### src/rtl/bsr_pkg.sv
package bsr_pkg;

    typedef enum logic {
        CELL_ENABLE = 1'b0,
        CELL_VALUE  = 1'b1
    } cell_role_e;

    typedef struct packed {
        logic shf;
        logic hld;
    } cell_state_t;

    typedef struct packed {
        logic drive;
        logic enable;
    } pad_drive_t;

    function automatic int unsigned chain_len(input int unsigned pads);
        return 2 * pads;
    endfunction

    function automatic int unsigned enable_pos(input int unsigned pad);
        return 2 * pad;
    endfunction

    function automatic int unsigned value_pos(input int unsigned pad);
        return 2 * pad + 1;
    endfunction

    function automatic pad_drive_t pick_drive(input logic test_mode,
                                              input pad_drive_t core_side,
                                              input pad_drive_t held_side);
        return test_mode ? held_side : core_side;
    endfunction

endpackage

### src/rtl/bsr_cell.sv
module bsr_cell
    import bsr_pkg::*;
#(
    parameter cell_role_e ROLE = CELL_VALUE
) (
    input  logic clk_i,
    input  logic rst_i,
    input  logic capture_i,
    input  logic shift_i,
    input  logic update_i,
    input  logic enable_obs_i,
    input  logic level_obs_i,
    input  logic ser_i,
    output logic ser_o,
    output logic hold_o
);

    cell_state_t st_q;
    cell_state_t st_d;
    logic        obs;

    generate
        if (ROLE == CELL_ENABLE) begin : g_enable_obs
            assign obs = enable_obs_i;
        end else begin : g_level_obs
            assign obs = level_obs_i;
        end
    endgenerate

    always_comb begin
        st_d = st_q;
        if (capture_i) begin
            st_d.shf = obs;
        end else if (shift_i) begin
            st_d.shf = ser_i;
        end
        if (update_i) begin
            st_d.hld = st_q.shf;
        end
    end

    always_ff @(posedge clk_i) begin
        if (rst_i) begin
            st_q <= '0;
        end else begin
            st_q <= st_d;
        end
    end

    assign ser_o  = st_q.shf;
    assign hold_o = st_q.hld;

endmodule

### src/rtl/bsr_pad_mux.sv
module bsr_pad_mux
    import bsr_pkg::*;
(
    input  logic test_mode_i,
    input  logic core_out_i,
    input  logic core_oe_i,
    input  logic hold_value_i,
    input  logic hold_enable_i,
    output logic pad_out_o,
    output logic pad_oe_o
);

    pad_drive_t core_side;
    pad_drive_t held_side;
    pad_drive_t chosen;

    always_comb begin
        core_side.drive  = core_out_i;
        core_side.enable = core_oe_i;
        held_side.drive  = hold_value_i;
        held_side.enable = hold_enable_i;
        chosen           = pick_drive(test_mode_i, core_side, held_side);
    end

    assign pad_out_o = chosen.drive;
    assign pad_oe_o  = chosen.enable;

endmodule

### src/rtl/bsr_chain.sv
module bsr_chain
    import bsr_pkg::*;
#(
    parameter int unsigned NUM_PADS = 8
) (
    input  logic                clk_i,
    input  logic                rst_i,
    input  logic                extest_i,
    input  logic                capture_i,
    input  logic                shift_i,
    input  logic                update_i,
    input  logic                scan_in_i,
    input  logic [NUM_PADS-1:0] core_out_i,
    input  logic [NUM_PADS-1:0] core_oe_i,
    input  logic [NUM_PADS-1:0] pad_in_i,
    output logic [NUM_PADS-1:0] pad_out_o,
    output logic [NUM_PADS-1:0] pad_oe_o,
    output logic [NUM_PADS-1:0] core_in_o,
    output logic                scan_out_o
);

    localparam int unsigned CHAIN_LEN = chain_len(NUM_PADS);

    logic [CHAIN_LEN:0]   link;
    logic [CHAIN_LEN-1:0] held;

    assign link[0] = scan_in_i;

    generate
        for (genvar p = 0; p < NUM_PADS; p++) begin : g_pad
            localparam int unsigned EN_POS = enable_pos(p);
            localparam int unsigned VL_POS = value_pos(p);

            bsr_cell #(.ROLE(CELL_ENABLE)) u_en_cell (
                .clk_i        (clk_i),
                .rst_i        (rst_i),
                .capture_i    (capture_i),
                .shift_i      (shift_i),
                .update_i     (update_i),
                .enable_obs_i (core_oe_i[p]),
                .level_obs_i  (pad_in_i[p]),
                .ser_i        (link[EN_POS]),
                .ser_o        (link[EN_POS+1]),
                .hold_o       (held[EN_POS])
            );

            bsr_cell #(.ROLE(CELL_VALUE)) u_val_cell (
                .clk_i        (clk_i),
                .rst_i        (rst_i),
                .capture_i    (capture_i),
                .shift_i      (shift_i),
                .update_i     (update_i),
                .enable_obs_i (core_oe_i[p]),
                .level_obs_i  (pad_in_i[p]),
                .ser_i        (link[VL_POS]),
                .ser_o        (link[VL_POS+1]),
                .hold_o       (held[VL_POS])
            );

            bsr_pad_mux u_mux (
                .test_mode_i   (extest_i),
                .core_out_i    (core_out_i[p]),
                .core_oe_i     (core_oe_i[p]),
                .hold_value_i  (held[VL_POS]),
                .hold_enable_i (held[EN_POS]),
                .pad_out_o     (pad_out_o[p]),
                .pad_oe_o      (pad_oe_o[p])
            );
        end
    endgenerate

    assign core_in_o  = pad_in_i;
    assign scan_out_o = link[CHAIN_LEN];

endmodule

### config.mk
export PLATFORM = sky130hd
export DESIGN_NAME = bsr_chain
export DESIGN_NICKNAME = d
export VERILOG_FILES = /design/src/rtl/bsr_pkg.sv /design/src/rtl/bsr_cell.sv /design/src/rtl/bsr_pad_mux.sv /design/src/rtl/bsr_chain.sv
export SDC_FILE = /design/constraint.sdc
export NUM_CORES = 1
export LEC_CHECK = 0
export ABC_AREA = 1
export BUFFER_PORTS_ARGS = -buffer_cell sky130_fd_sc_hd__buf_2
export CORE_ASPECT_RATIO = 1.4
export CORE_MARGIN = 5
export CORE_UTILIZATION = 54
export DETAILED_ROUTE_END_ITERATION = 8
export PLACE_DENSITY = 0.82
export SLEW_MARGIN = 20
export SYNTH_ARGS = -nofsm -noshare
export SYNTH_HDL_FRONTEND = slang
export SYNTH_SLANG_ARGS = --single-unit
### constraint.sdc
create_clock -name clk_i -period 1.7 [get_ports clk_i]
set_input_delay 0.17 -clock clk_i [delete_from_list [all_inputs] [get_ports clk_i]]
set_output_delay 0.17 -clock clk_i [all_outputs]
set_load 0.03 [all_outputs]
==> summary.txt, run 1 <==
Timing
  • Unrepaired setup endpoints after global routing: false
  • Clock skew: 0.00534 ns
  • Share of the clock period used by the worst path after layout: 73.1%
  • Worst slew margin: 65.3%
  • Max Transition Viols Final: 0
  • Setup violation total in the final timing report: 0
  • Hold Worst Slack: 0.112 ns
  • Total Neg Setup Slack: 0 ns
  • Number of hold violations in the final report: 0
  • Slew at the pin with the worst max-slew slack: 0.521 ns
  • Tmin final: 1.24 ns
  • Fmax: 805 MHz

Layout
  • Layout net count: a little over 300
  • Area added between synthesis and finish: 8.45%
  • Commonest non-fill, non-tap cell in the layout: nand2_1
  • Share of final-layout standard cells stronger than drive strength 1: ~30%
  • Commonest non-fill, non-tap cells in the layout: nand2_1 (62), buf_2 (55), dfxtp_1 (32), nor2_1 (26), inv_1 (25)
  • Number of diodes added for antenna fixing: 0
  • Fill cell instance count of the final layout: 318

GRT
  • Antenna violations before repair: 0
  • Number of global-route vias before repair: 1466
  • Global routing usage on met1: 18.0%
  • Remaining global-route overflow: 0
  • Global Route Usage Sum: 17.2%
  • Met3 track demand over resource: 5.42%
  • Layer carrying the most global-route usage: met2
  • Largest net degree at the start of global routing: 26
  • Met2 Resource Use GR: 30.4%
  • Wire length of the first global-routing pass: 6.16 mm

Yosys
  • Number of synthesized register bits: 32
  • Primary FF master, synth: dfxtp_1
  • EDFF count, synth: 0
  • Number of warning messages in the yosys log: 0
  • Post-synthesis cell count: 250
  • Total nets after synthesis: ~280
  • Seq/Total Area, Yosys: 35.8%
  • Ranking of synthesized cells by area: dfxtp_1 (36%), nand2_1 (13%), buf_4 (10%), o21ai_0 (6.4%), nor2_1 (5.4%)
  • Proportion of register bits with asynchronous set or reset after synthesis: 0%
  • Mapped Avg Cell Area: 7.17 µm²
  • Portion of synthesized cell area occupied by the leading cell type: ~36%
  • Cell variety after synth: 19
  • Leading area contributor after synthesis: dfxtp_1
  • Cell area after synthesis: 1790 µm²

Critical path
  • Critical path data required time: ~1.5 ns
  • Startpoint-to-endpoint class of the critical path: in2out
  • Arrival time reported for the critical path endpoint: roughly 1.1 ns
  • Critical path destination: pad_out_o[0]
  • Reg2reg end: g_pad[5].u_en_cell.ser_o
  • Largest driver fanout on the critical path: 24
  • Count of cells along the worst register-to-register path: 2
  • Flop-to-flop setup slack: approximately 0.96 ns
  • Kind of end point of the critical path: output pin
  • Beginning of the critical path: extest_i
  • Source of the worst register-to-register timing path: g_pad[4].u_val_cell.ser_o
  • Type of element launching the critical path: primary input

Drt
  • Drt wl/cell: 11.5 µm
  • DRT antenna net count: 0
  • Via/cell ratio: 4.77
  • Number of vias after detailed routing: approximately 1500
  • DRC marker count from the first detailed-route iteration: 39
  • Wire length reported by the detailed router: 3.66 mm
  • Post-route DRC violation count: 0
  • First drt pass iteration count: 4

Placement
  • Half-perimeter wire length after placement: approximately 2.7 mm
  • Total of buffers placed on input and output ports: 55
  • Final GP Congestion: 0.773

Flow run
  • Number of max-capacitance violations reported: 0

Floorplanning
  • Number of I/O pins: 56
  • Initial Util: roughly 57%
  • Num rows: 24
  • Area enclosed by the die boundary: about 4600 µm²
  • Core ar.: about 3200 µm²
  • Width of the die: 58.7 µm
  • DIE HEIGHT: 78.2 µm

CTS
  • CTS tree: yes
  • Worst-path clk slew: 0.06 ns
  • Htree depth: 2
  • Buffer depth of the longest clock path: 2
  • Root Driver: clkbuf_8
  • Post-cts repair resize count: 0
  • Post-CTS setup buffer count: 0
  • Clock Latency Late Sink: approximately 0.29 ns
  • Number of buffers created by CTS: 5
  • Number of hold-repair buffers added at the cts stage: 0
  • Sinks on the clock net: 32

Power and ir drop
  • Leak Pwr: 0.000999 µW
  • P per Cell Area: 987 nW/µm²
  • Worst-case vdd ir drop: between 0.7 and 0.8 mV

Worst hold path
  • Classification of the worst-slack hold path: in2reg

Run status
  • Result of the run: finished clean
==> routing by layer <==
| metal | vias up | share of wire [%] |
|---|---|---|
| li1 | 809 | - |
| met1 | 659 | 42 |
| met2 | 41 | 49 |
| met3 | 4 | 7.3 |
| met4 | 0 | 1.5 |
| met5 | - | 0 |
==> cells by family (layout without fill, tap and decap cells) <==
family | after synthesis | after routing | synth area share [%]
buf+inv | 65 | 93 | 22.3
simple gates | 98 | 98 | 22.1
compound gates | 47 | 47 | 14.6
flops | 32 | 32 | 35.8
mux | 8 | 8 | 5.24
==> per-stage QoR <==
| stage | instances | setup WS (ns) | utilization, % | power [µW] | instance area (µm²) |
|---|---|---|---|---|---|
| after global routing | 317 | 0.395 | 61.6 | 2010 | 1940 |
| after global placement | 309 | 0.463 | 58.2 | 1210 | 1840 |
| after floorplan | 250 | 0.667 | - | 1180 | 1790 |
| final | 317 | 0.457 | 61.6 | 1920 | 1940 |
| after detailed placement | 309 | 0.454 | 58.2 | 1220 | 1840 |
| after CTS | 317 | 0.448 | 61.6 | 1940 | 1940 |
==> final cells by class <==
type	instances	area [µm²]	share of cell area [%]
Clock buffer	6	72.6	3.73
Clock inverter	2	35.0	1.80
Inverter	28	105	5.41
Multi-Input combinational cell	153	751	38.6
Sequential cell	32	641	33.0
Tap cell	39	48.8	2.51
Timing Repair Buffer	57	290	14.9
==> worst min-delay path by stage <==
stage | startpoint | end | slack [ns] | depth (start not counted)
floorplan | scan_in_i | g_pad[0].u_en_cell.ser_o | 0.31 | 2
global placement | scan_in_i | g_pad[0].u_en_cell.ser_o | 0.40 | 3
detailed placement | scan_in_i | g_pad[0].u_en_cell.ser_o | 0.41 | 3
CTS | scan_in_i | g_pad[0].u_en_cell.ser_o | 0.11 | 3
global route | scan_in_i | g_pad[0].u_en_cell.ser_o | 0.14 | 3
finish | scan_in_i | g_pad[0].u_en_cell.ser_o | 0.11 | 3
==> registers in the layout (all words and copies together) (netlist names) <==
name / flops
g_pad.u_en_cell.hold_o: 8
g_pad.u_en_cell.ser_o: 8
g_pad.u_val_cell.hold_o: 8
g_pad.u_val_cell.ser_o: 8
==> where the power goes <==
group	internal (µW)	total (µW)	switching, µW
sequential	805	837	32.4
combinational	128	367	239
clock	434	714	279
total	1370	1920	551
==> critical path, cell delays in order <==
cell and delay [ns]:
buf_2 0.34, mux2_2 0.38, buf_2 0.18
==> Yosys cell counts, types with 3 or more instances <==
library cell  count
nand2_1          62
dfxtp_1          32
nor2_1           26
buf_4            25
inv_1            25
o21ai_0          23
a21oi_1          16
nor3_1            8
a21oi_2           7
mux2_2            7
buf_6             6
buf_2             4
inv_2             3
Note: power is estimated with default switching activity, not from simulation.
==> run 2: changes to the inputs <==
CORE_UTILIZATION = 46   (was 54)
PLACE_DENSITY = 0.74   (was 0.82)
clock period = 1.1 ns   (was 1.7 ns; I/O delays follow)
==> run 2 against run 1 <==
The run now ends with setup timing left. Critical path depth fell by 1. Power increased by 50%. Global-route usage fell by 2.0 points. Register-to-register slack got worse by 0.59 ns. Critical endpoint is now pad_out_o[3]. Final cell count grew 1.9%. Die area up 15%. Combinational power increased by 75%. Clock skew rose by 0.0018 ns. Largest cell class unchanged.
==> summary.txt, run 2 (same netlist as run 1, synthesis figures left out) <==
Drt
  • DRT antenna net count: 0
  • Drt wl/cell: about 12 µm
  • Number of vias after detailed routing: 1524
  • Via/cell ratio: between 4 and 5
  • Post-route DRC violation count: 0
  • DRC marker count from the first detailed-route iteration: between 50 and 60
  • Wire length reported by the detailed router: ~3.8 mm
  • First drt pass iteration count: 4

Timing
  • Setup violation total in the final timing report: 8
  • Share of the clock period used by the worst path after layout: 101%
  • Fmax: 898 MHz
  • Unrepaired setup endpoints after global routing: true
  • Final worst setup slack: -0.0139 ns
  • Number of hold violations in the final report: 0
  • Clock skew: roughly 0.0071 ns
  • Tmin final: 1.11 ns
  • Slew at the pin with the worst max-slew slack: 0.280 ns
  • Worst slew margin: 81.3%
  • Hold Worst Slack: 0.0629 ns
  • Max Transition Viols Final: 0

Critical path
  • Critical path data required time: about 0.99 ns
  • Worst path cell trace: mux2_4 -> buf_6
  • Count of cells along the worst register-to-register path: 3
  • Crit path buf inv count: 1
  • Arrival time reported for the critical path endpoint: 1.00 ns
  • Critical Path Slowest Stage Cell: dfxtp_2
  • Kind of end point of the critical path: output pin
  • Source of the worst register-to-register timing path: g_pad[6].u_val_cell.hold_o
  • Beginning of the critical path: g_pad[3].u_val_cell.hold_o
  • Cell family with the largest share of critical-path delay: flip-flops
  • Number of gates on the worst path with buffers counted: 2
  • Type of element launching the critical path: flop
  • Largest driver fanout on the critical path: 2
  • Startpoint-to-endpoint class of the critical path: reg2out
  • Slowest Stage Delay on Critical Path: 0.32 ns

Layout
  • Number of diodes added for antenna fixing: 0
  • Commonest non-fill, non-tap cells in the layout: nand2_1 (62), buf_2 (40), nor2_1 (26), inv_1 (25)
  • Commonest non-fill, non-tap cell in the layout: nand2_1
  • Fill cell instance count of the final layout: 357
  • Layout net count: 311
  • Share of final-layout standard cells stronger than drive strength 1: 34.2%
  • Area added between synthesis and finish: 15.6%

Worst hold path
  • Hold_sp: scan_in_i
  • Worst hold stages: 3
  • Classification of the worst-slack hold path: in2reg

Floorplanning
  • Number of I/O pins: 56
  • Initial Util: 48.3%
  • Num rows: 26
  • Area enclosed by the die boundary: 5260 µm²
  • Width of the die: 62.7 µm
  • DIE HEIGHT: 83.8 µm
  • Core ar.: approximately 3700 µm²

Placement
  • Half-perimeter wire length after placement: 2.90 mm
  • Total of buffers placed on input and output ports: 55
  • Final GP Congestion: a little under 0.8

CTS
  • Buffer depth of the longest clock path: 2
  • Sinks on the clock net: 32
  • Number of buffers created by CTS: 5
  • Number of hold-repair buffers added at the cts stage: 0
  • CTS tree: yes
  • Htree depth: 2
  • Worst-path clk slew: 0.07 ns
  • Root Driver: clkbuf_8
  • Clock Latency Late Sink: 0.28 ns

Power and ir drop
  • Clock power frac: 32.2%
  • Worst-case vdd ir drop: 0.851 mV
  • Sequential fraction of design power: 45.4%
  • Total power consumption of the routed design: ~2900 µW
  • Part of the power in combinational logic: between 20% and 30%
  • P_sw: 851 µW
  • Leak Pwr: 0.00105 µW
  • Int Power: 2020 µW
  • Share of total power consumed by net switching: 29.7%
  • P per Cell Area: 1390 nW/µm²

Run status
  • Failing checks: setup timing
  • Result of the run: finished, violations left

GRT
  • Remaining global-route overflow: 0
  • Largest net degree at the start of global routing: 20
  • Global Route Usage Sum: 15.2%
  • Number of global-route vias before repair: 1493
  • Wire length of the first global-routing pass: 6.52 mm
  • Antenna violations before repair: 0

Flow run
  • Number of max-capacitance violations reported: 0
==> run 2: worst reg2reg max path, cell delays in order, from the launching register on <==
cell and delay, ns:
dfxtp_2 0.32, buf_4 0.12, o21ai_0 0.14, nor2_1 0.05
==> run 2: final timing paths <==
check	to	slack [ns]
max	pad_out_o[3]	-0.01
min	g_pad[0].u_en_cell.ser_o	0.06
max reg2reg	g_pad[6].u_val_cell.hold_o	0.37
min reg2reg	g_pad[5].u_en_cell.hold_o	0.47
==> run 2: power by group through the flow <==
stage | logic, µW | registers [µW] | clock network (µW)
2_1_floorplan | 521 | 1310 | 0
3_3_place_gp | 573 | 1320 | 0
3_5_place_dp | 581 | 1320 | 0
4_1_cts | 625 | 1300 | 956
5_1_grt | 709 | 1310 | 989
6_report | 644 | 1300 | 925
==> run 2: routing by layer <==
layer  vias up  track usage [%]  wire length [µm]
li1        820                -                 -
met1       653             16.8              1650
met2        45             25.8              1910
met3         6             4.18               211
met4         0             8.69                78
met5         -                0                 0
==> run 2: per-stage QoR <==
stage               cells  util (%)  area, µm²  setup TNS (ns)  worst slack [ns]
floorplan             250         -       1790               0             0.187
global placement      314      50.3       1870               0            0.0850
detailed placement    314      50.3       1870               0            0.0301
CTS                   322      54.5       2020          -0.158           -0.0237
global route          323      55.8       2070          -0.281           -0.0416
finish                323      55.8       2070         -0.0625           -0.0139
==> run 2: layout make-up <==
class                   instances  area [µm²]  area share [%]
multi-input cells             153         777            37.5
flip-flops and latches         32         653            31.5
clock buffers                   8        90.1            4.35
repair buffers                 60         393            19.0
well taps                      42        52.6            2.54
inverters                      28         105            5.08
==> run 2: what timing repair did <==
action	in CTS	in global routing
setup endpoints to repair	8	16
buffers inserted	0	1
resized for setup	22	19
==> run 3: changes to the inputs <==
CORE_UTILIZATION = 51   (was 46)
PLACE_DENSITY = 0.78   (was 0.74)
clock period = 1.26 ns   (was 1.1 ns; I/O delays follow)
==> run 3 against run 2 <==
The flow now finishes without violations. Design area down 5.7%. First-iteration DRC count down 12%. Worst hold slack better by 0.013 ns. Sequential share of layout area up 1.3 points. Clock power down 14%. Sequential cell count unchanged. Critical endpoint is now pad_out_o[1]. Largest cell class unchanged.
==> summary.txt, run 3 (same netlist as run 1, synthesis figures left out) <==
Drt
  • Post-route DRC violation count: 0
  • Via/cell ratio: 4.73
  • Drt wl/cell: ~11 µm
  • Wire length reported by the detailed router: 3.64 mm
  • First drt pass iteration count: 4
  • DRC marker count from the first detailed-route iteration: 45
  • DRT antenna net count: 0
  • Number of vias after detailed routing: ~1500

Floorplanning
  • Core ar.: 3380 µm²
  • Num rows: 25
  • Initial Util: 53.0%
  • DIE HEIGHT: 80.1 µm
  • Area enclosed by the die boundary: 4820 µm²
  • Number of I/O pins: between 50 and 60
  • Width of the die: 60.1 µm

GRT
  • Number of global-route vias before repair: about 1400
  • Largest net degree at the start of global routing: 18
  • Wire length of the first global-routing pass: 6.03 mm
  • Remaining global-route overflow: 0
  • Global Route Usage Sum: 16.3%
  • Antenna violations before repair: 0

Timing
  • Total Neg Setup Slack: 0 ns
  • Slew at the pin with the worst max-slew slack: 0.320 ns
  • Setup violation total in the final timing report: 0
  • Worst slew margin: 78.7%
  • Clock skew: 0.00828 ns
  • Share of the clock period used by the worst path after layout: between 90 and 100%
  • Max Transition Viols Final: 0
  • Tmin final: 1.15 ns
  • Fmax: 873 MHz
  • Unrepaired setup endpoints after global routing: false
  • Hold Worst Slack: 0.0758 ns
  • Number of hold violations in the final report: 0

Critical path
  • Cell family with the largest share of critical-path delay: flip-flops
  • Worst path cell trace: mux2_2 -> buf_2
  • Reg2reg end: g_pad[5].u_en_cell.ser_o
  • Largest driver fanout on the critical path: 2
  • Critical Path Slowest Stage Cell: dfxtp_1
  • Type of element launching the critical path: flop
  • Number of gates on the worst path with buffers counted: 2
  • Kind of end point of the critical path: output pin
  • Startpoint-to-endpoint class of the critical path: reg2out
  • Count of cells along the worst register-to-register path: 2
  • Arrival time reported for the critical path endpoint: 1.02 ns
  • Source of the worst register-to-register timing path: g_pad[4].u_val_cell.ser_o
  • Critical path data required time: ~1.1 ns
  • Slowest Stage Delay on Critical Path: 0.31 ns
  • Flop-to-flop setup slack: 0.55 ns
  • Crit path buf inv count: 1

Placement
  • Placed cell areas: 1860 µm²
  • Half-perimeter wire length after placement: 2.84 mm
  • Total of buffers placed on input and output ports: 55
  • Final GP Congestion: between 0.7 and 0.8

Power and ir drop
  • P per Cell Area: approximately 1200 nW/µm²
  • Leak Pwr: 0.00101 µW
  • Worst-case vdd ir drop: 0.777 mV

CTS
  • Post-CTS setup buffer count: 0
  • Number of hold-repair buffers added at the cts stage: 0
  • Buffer depth of the longest clock path: 2
  • Number of buffers created by CTS: 5
  • Worst-path clk slew: 0.07 ns
  • Clock Latency Late Sink: 0.28 ns
  • CTS tree: yes
  • Sinks on the clock net: 32
  • Post-cts repair resize count: 0
  • Root Driver: clkbuf_8
  • Htree depth: 2

Worst hold path
  • Worst hold stages: 3
  • Hold_sp: scan_in_i
  • Worst-case hold path end point: g_pad[0].u_en_cell.ser_o
  • Classification of the worst-slack hold path: in2reg

Layout
  • Share of final-layout standard cells stronger than drive strength 1: 31.0%
  • Commonest non-fill, non-tap cells in the layout: nand2_1 (62), buf_2 (55), dfxtp_1 (32), nor2_1 (26), inv_1 (25)
  • Area added between synthesis and finish: 8.94%
  • Layout net count: 311
  • Core Util, Final: 57.8%
  • Final instance area: ~2000 µm²
  • Number of diodes added for antenna fixing: 0
  • Commonest non-fill, non-tap cell in the layout: nand2_1

Run status
  • Result of the run: finished clean

Flow run
  • Number of max-capacitance violations reported: 0
run 3: worst max path at each step:
stage,startpoint,to,slack (ns)
CTS,g_pad[1].u_val_cell.hold_o,pad_out_o[1],0.10
global placement,extest_i,pad_out_o[0],0.17
floorplan,extest_i,pad_out_o[0],0.31
finish,g_pad[1].u_val_cell.hold_o,pad_out_o[1],0.11
detailed placement,extest_i,pad_oe_o[5],0.15
global route,extest_i,pad_oe_o[5],0.06
run 3: through the flow:
step / setup WS, ns / instances / power (µW)
4_1_cts: 0.104 / 321 / 2440
2_1_floorplan: 0.315 / 250 / 1600
3_5_place_dp: 0.153 / 313 / 1660
6_report: 0.114 / 321 / 2430
3_3_place_gp: 0.173 / 313 / 1650
5_1_grt: 0.0642 / 321 / 2550
run 3: tightest hold or removal path, cell delays in order:
cell	delay, ns
buf_2	0.07
nor3_1	0.04
nor2_1	0.08
run 3: final cells by class:
| cell class | count | area, µm² |
|---|---|---|
| multi-input combinational | 153 | 751 |
| sequential | 32 | 641 |
| timing repair buffer | 60 | 313 |
| clock buffer | 6 | 82.6 |
| tap | 40 | 50.0 |
| inverter | 28 | 105 |
| fill | 343 | 1430 |
| clock inverter | 2 | 10.0 |
run 3: routing by layer:
metal / up-vias / part of all wire (%) / global-route usage, %
met5: - / 0 / 0
met4: 0 / 1.3 / 8.65
met3: 2 / 7.7 / 2.89
met2: 49 / 49 / 27.3
met1: 650 / 42 / 19.2
li1: 818 / - / -
run 3: report_power, final:
group          total (µW)  leakage (µW)  internal [µW]  switching, µW
clock network         795     0.0000510            435            360
registers            1130      0.000266           1090           45.5
logic                 500      0.000693            179            322
total                2430       0.00101           1700            727
